`config.mk`:
```
export PLATFORM = sky130hd
export DESIGN_NAME = shift_rotate_unit
export DESIGN_NICKNAME = d
export VERILOG_FILES = /design/src/rtl/shift_pkg.sv /design/src/rtl/shf_amount.sv /design/src/rtl/shf_log_core.sv /design/src/rtl/shift_rotate_unit.sv
export SDC_FILE = /design/constraint.sdc
export NUM_CORES = 1
export LEC_CHECK = 0
export ABC_AREA = 1
export BUFFER_PORTS_ARGS = -buffer_cell sky130_fd_sc_hd__clkbuf_2
export CORE_UTILIZATION = 50
export DETAILED_ROUTE_END_ITERATION = 8
export GPL_TIMING_DRIVEN = 1
export PLACE_DENSITY = 0.85
export SYNTH_ARGS = -nofsm -noshare
export SYNTH_HDL_FRONTEND = slang
export SYNTH_SLANG_ARGS = --single-unit
```
`constraint.sdc`:
```
create_clock -name clk -period 5.81 [get_ports clk]
set_clock_uncertainty 0.1 [all_clocks]
set_input_delay 1.162 -clock clk [delete_from_list [all_inputs] [get_ports clk]]
set_output_delay 1.162 -clock clk [all_outputs]
set_load 0.01 [all_outputs]
```
`src/rtl/shift_pkg.sv`:
```
package shift_pkg;

    typedef enum logic [1:0] {
        OP_SHL  = 2'd0,
        OP_SHR  = 2'd1,
        OP_SAR  = 2'd2,
        OP_ROTR = 2'd3
    } shift_op_e;

endpackage

```
`src/rtl/shf_amount.sv`:
```
module shf_amount #(
    parameter int DATA_W = 64,
    localparam int CNT_W = $clog2(DATA_W)
) (
    input  logic [DATA_W-1:0] cnt_raw,
    input  logic              narrow,
    output logic [CNT_W-1:0]  amt
);

    // Modulo reduction: keep log2(width) bits, drop the top one in narrow mode.
    always_comb begin
        if (narrow) begin
            amt = {1'b0, cnt_raw[CNT_W-2:0]};
        end else begin
            amt = cnt_raw[CNT_W-1:0];
        end
    end

endmodule

```
`src/rtl/shf_log_core.sv`:
```
module shf_log_core #(
    parameter int DATA_W = 64,
    localparam int CNT_W = $clog2(DATA_W)
) (
    input  logic [DATA_W-1:0] src,
    input  logic [CNT_W-1:0]  amt,
    input  logic              rot,
    input  logic              fill,
    output logic [DATA_W-1:0] dst
);

    logic [DATA_W-1:0] lvl [0:CNT_W];

    assign lvl[0] = src;

    // One stage per count bit; stage k moves by 2**k toward bit 0.
    for (genvar k = 0; k < CNT_W; k++) begin : g_stage
        localparam int S = 1 << k;
        logic [S-1:0] top_in;
        assign top_in     = rot ? lvl[k][S-1:0] : {S{fill}};
        assign lvl[k+1]   = amt[k] ? {top_in, lvl[k][DATA_W-1:S]} : lvl[k];
    end

    assign dst = lvl[CNT_W];

endmodule

```
`src/rtl/shift_rotate_unit.sv`:
```
module shift_rotate_unit
    import shift_pkg::*;
#(
    parameter int DATA_W = 64,
    localparam int HALF_W = DATA_W / 2,
    localparam int CNT_W  = $clog2(DATA_W)
) (
    input  logic              clk,
    input  logic              rst_n,
    input  logic              in_valid,
    input  logic [1:0]        op_sel,
    input  logic              narrow,
    input  logic [DATA_W-1:0] operand_a,
    input  logic [DATA_W-1:0] operand_b,
    output logic              out_valid,
    output logic [DATA_W-1:0] result
);

    function automatic logic [DATA_W-1:0] bit_rev(input logic [DATA_W-1:0] v);
        logic [DATA_W-1:0] r;
        for (int i = 0; i < DATA_W; i++) begin
            r[i] = v[DATA_W-1-i];
        end
        return r;
    endfunction

    shift_op_e         op;
    logic [CNT_W-1:0]  amt;
    logic [DATA_W-1:0] low_zx;
    logic [DATA_W-1:0] core_src;
    logic [DATA_W-1:0] core_dst;
    logic              core_rot;
    logic              core_fill;
    logic [DATA_W-1:0] next_res;
    logic              valid_q;
    logic [DATA_W-1:0] res_q;

    assign op     = shift_op_e'(op_sel);
    assign low_zx = {{HALF_W{1'b0}}, operand_a[HALF_W-1:0]};

    shf_amount #(.DATA_W(DATA_W)) u_amount (
        .cnt_raw (operand_b),
        .narrow  (narrow),
        .amt     (amt)
    );

    // Operand preparation: every operation is mapped onto one rightward core.
    always_comb begin
        core_rot  = 1'b0;
        core_fill = 1'b0;
        unique case (op)
            OP_SHL:  core_src = bit_rev(narrow ? low_zx : operand_a);
            OP_SHR:  core_src = narrow ? low_zx : operand_a;
            OP_SAR: begin
                core_src  = narrow ? {{HALF_W{operand_a[HALF_W-1]}}, operand_a[HALF_W-1:0]}
                                   : operand_a;
                core_fill = narrow ? operand_a[HALF_W-1] : operand_a[DATA_W-1];
            end
            OP_ROTR: begin
                core_src = narrow ? {operand_a[HALF_W-1:0], operand_a[HALF_W-1:0]}
                                  : operand_a;
                core_rot = 1'b1;
            end
            default: core_src = operand_a;
        endcase
    end

    shf_log_core #(.DATA_W(DATA_W)) u_core (
        .src  (core_src),
        .amt  (amt),
        .rot  (core_rot),
        .fill (core_fill),
        .dst  (core_dst)
    );

    // Result finishing: undo the reversal for left shifts, clear upper half in narrow mode.
    always_comb begin
        next_res = (op == OP_SHL) ? bit_rev(core_dst) : core_dst;
        if (narrow) begin
            next_res[DATA_W-1:HALF_W] = '0;
        end
    end

    // State register.
    always_ff @(posedge clk) begin
        if (!rst_n) begin
            valid_q <= 1'b0;
            res_q   <= '0;
        end else begin
            valid_q <= in_valid;
            if (in_valid) begin
                res_q <= next_res;
            end
        end
    end

    // Outputs.
    always_comb begin
        out_valid = valid_q;
        result    = res_q;
    end

endmodule

```
==> impl_results.md <==
* Post-DP HPWL at 35.1 mm
* CTS Buffer Depth at 2
* Hold_ws at 0.362 ns
* Largest family of logic cells by synthesized area: simple AND/OR/NAND/NOR gates
* Clock-pin slew on the worst setup and hold paths at 0.06 ns
* Routed Antenna Nets at 0
* Synth Area in Adders at 0%
* Root buffer cell: clkbuf_16
* Residual DRC at 0
* CP delay by family, top: simple AND/OR/NAND/NOR gates
* Vias in the first global route at 12200
* Synth cell types at 22
* Most common cell after layout, fill and taps aside: nand3_1
* Period utilisation layout at 72.0%
* DR pass1 iterations at 8
* Power Internal at 1.19 mW
* CP max stage delay at 0.63 ns
* Post-synthesis sequential area ratio at 13.3%
* Chip height at 142 µm
* Fin util at 56.3%
* First-pass GRT wire length at 70.2 mm
* Sequential Power Share at 22.9%
* CP endpoint kind: flop
* Worst EP arrival at 4.35 ns
* Vias/cell at 6.30
* RD Place Congestion at 1.05
* Pwr Total at 2.16 mW
* Max VDD drop at 0.156 mV
* CP Buf/Inv Count at 2
* Slowest-stage cell, CP: inv_2
* Leakage Power at 5.60 nW
* Max cap viols at 0
* CP dominant cell by count: nand2_1
* Clk_lat worst skew at 0.34 ns
* Hold Path Depth at 2
* Final nets at 2136
* CTS resizes at 0
* Instance area at placement at 0.0103 mm²
* Reg-to-reg endpoint: result[41]
* I/O Pins at 199
* Area of the die at 0.0202 mm²
* Switch Pwr at 0.969 mW
* Slew HR at 26.7%
* Highest clock rate at 0.239 GHz
* Antenna Cells at 0
* Finished Cell Area at 0.0107 mm²
* Crit-path cells: clkbuf_2 > inv_2 > nand2_1 > o21ai_0 > nand2_1 > o21ai_0 > nand2_1 > nand3_1 > nand3_1 > nand3_1 > nand3_1 > nand2_1 > nand2_1 > nand2_1 > nand3_1 > a21oi_1
* Final wirelength at 46.2 mm
* Synthesized cell area at 0.00980 mm²
* Mapped Cells at 1977
* Sw Ratio at 44.8%
* Port bufs at 140
* Die Width at 142 µm
* Final cell count without fillers at 2267
* Initial Util at 51.7%
* Slew @ Worst Pin at 1.10 ns
* FP Rows at 50
* WP data required at 5.97 ns
* DP Worst Slack at 1.50 ns
* Xor and xnor area share after synthesis at 0%
* Flops & latches, synth at 65
* TritonCTS buffer count at 9
* P per Cell Area at 203 mW/mm²
* CTS tree: yes
* Setup crit start kind: input port
* H-tree Lvls at 3
* Post-DR wirelength/cell at 20.4 µm
* Via Count at 14300
* Hold violation total from the final report at 0
* Multiplexer share of the synthesized area at 0%
* Critical R2R Launch: result[41]
* Clock power frac at 29.9%
* Area growth, synth to finish at 8.95%
* CTS sink count at 65
* Drt first-iter violations at 2386
* Hold endpoint: result[33]
* Setup Buffers After CTS at 0
* # setup viols final at 0
* Reg2Reg Depth at 2
* # hold bufs at CTS at 0
* Placed Cells at 2251
* Syn_area_per_cell at 4.96 µm²
* Unrepaired setup endpoints after global routing: false
* Commonest non-fill, non-tap cells in the layout: nand3_1, nand2_1, clkbuf_2
* Post-Synth Simple-Gate Area at 70.1%
* Final WS setup at 1.62 ns
* Comb power frac at 47.2%
* Syn Nets at 2111
* Synth Area in Compound Gates at 5.91%
* CP Max Fanout at 39
* Status: finished clean
* Min-delay src: result[33]
* Pins over their slew limit at 0
* Largest net degree at the start of global routing at 72
* Setup TNS at 0 ns
* GRT Overall Usage at 45.8%
* Layout cells sized above 1 at 10.1%
* Hold WC Path Type: flop to flop
* Gr ovfl total at 0
* Setup slack, reg-to-reg at 4.92 ns
* Core area at 0.0190 mm²
* Synth warnings at 0
* Kind of critical path: input port to flop
* Period minus WS final at 4.19 ns
* Number of antenna violations at the first check in global routing at 0
## final cells by class
type	count	area, µm²
flip-flops and latches	65	1300
fillers	2042	8280
repair buffers	169	931
inverters	85	319
multi-input cells	1672	7450
clock buffers	9	225
clock inverters	7	125
well taps	260	325
## how the worst max path moves through the flow
| stage | slack, ns | start | depth (start not counted) | end |
|---|---|---|---|---|
| final | 1.62 | narrow | 16 | result[26] |
| after global routing | 1.39 | narrow | 16 | result[22] |
| after CTS | 1.85 | op_sel[0] | 16 | result[26] |
| after detailed placement | 1.50 | op_sel[0] | 16 | result[26] |
| after global placement | 1.59 | narrow | 16 | result[25] |
| after floorplan | 2.84 | operand_b[0] | 15 | result[47] |
## worst min-delay path, delay by kind of cell, from the launching register on
| kind | cells | cell delay [ns] |
|---|---|---|
| DFF | 1 | 0.31 |
| AOI/OAI and AO/OA | 1 | 0.05 |
| and+or+nand+nor | 1 | 0.06 |
## state kept, by name, indices dropped and copies added, names as in the netlist
name,count
out_valid,1
result,64
## logic make-up after synthesis
group                  Yosys count
and+or+nand+nor               1561
AOI/OAI and AO/OA              111
DFF                             65
buffers and inverters          240
## synth_stat cells
cell	instances	share of area (%)
a21oi_1	70	3.6
buf_1	33	1.3
buf_2	44	2.2
buf_4	12	0.92
buf_6	7	0.80
clkbuf_1	59	2.3
dfxtp_1	65	13
inv_1	78	3.0
inv_2	7	0.27
nand2_1	723	28
nand2_2	2	0.13
nand2_4	1	0.11
nand3_1	725	37
nand4_1	26	1.7
nor2_1	79	3.0
nor2_4	2	0.23
o211ai_1	8	0.61
o21ai_0	20	1.0
o21ai_1	12	0.61
o21ai_2	1	0.089
or2_1	1	0.064
or2_2	2	0.13
## routing by layer
metal | GRT usage (%) | share of wire (%) | up-vias
met2 | 70.9 | 43 | 958
met4 | 15.6 | 3.9 | 0
met5 | 0 | 0 | -
met3 | 9.39 | 12 | 142
li1 | - | - | 6666
met1 | 62.7 | 40 | 6512
## power groups by stage
stage | Sequential [mW] | Combinational [mW] | Clock [mW]
6_report | 0.496 | 1.02 | 0.646
5_1_grt | 0.499 | 1.11 | 0.667
4_1_cts | 0.496 | 0.985 | 0.645
3_5_place_dp | 0.505 | 0.981 | 0
3_3_place_gp | 0.503 | 0.970 | 0
2_1_floorplan | 0.518 | 0.664 | 0
Power figures use the tool's default switching activity.
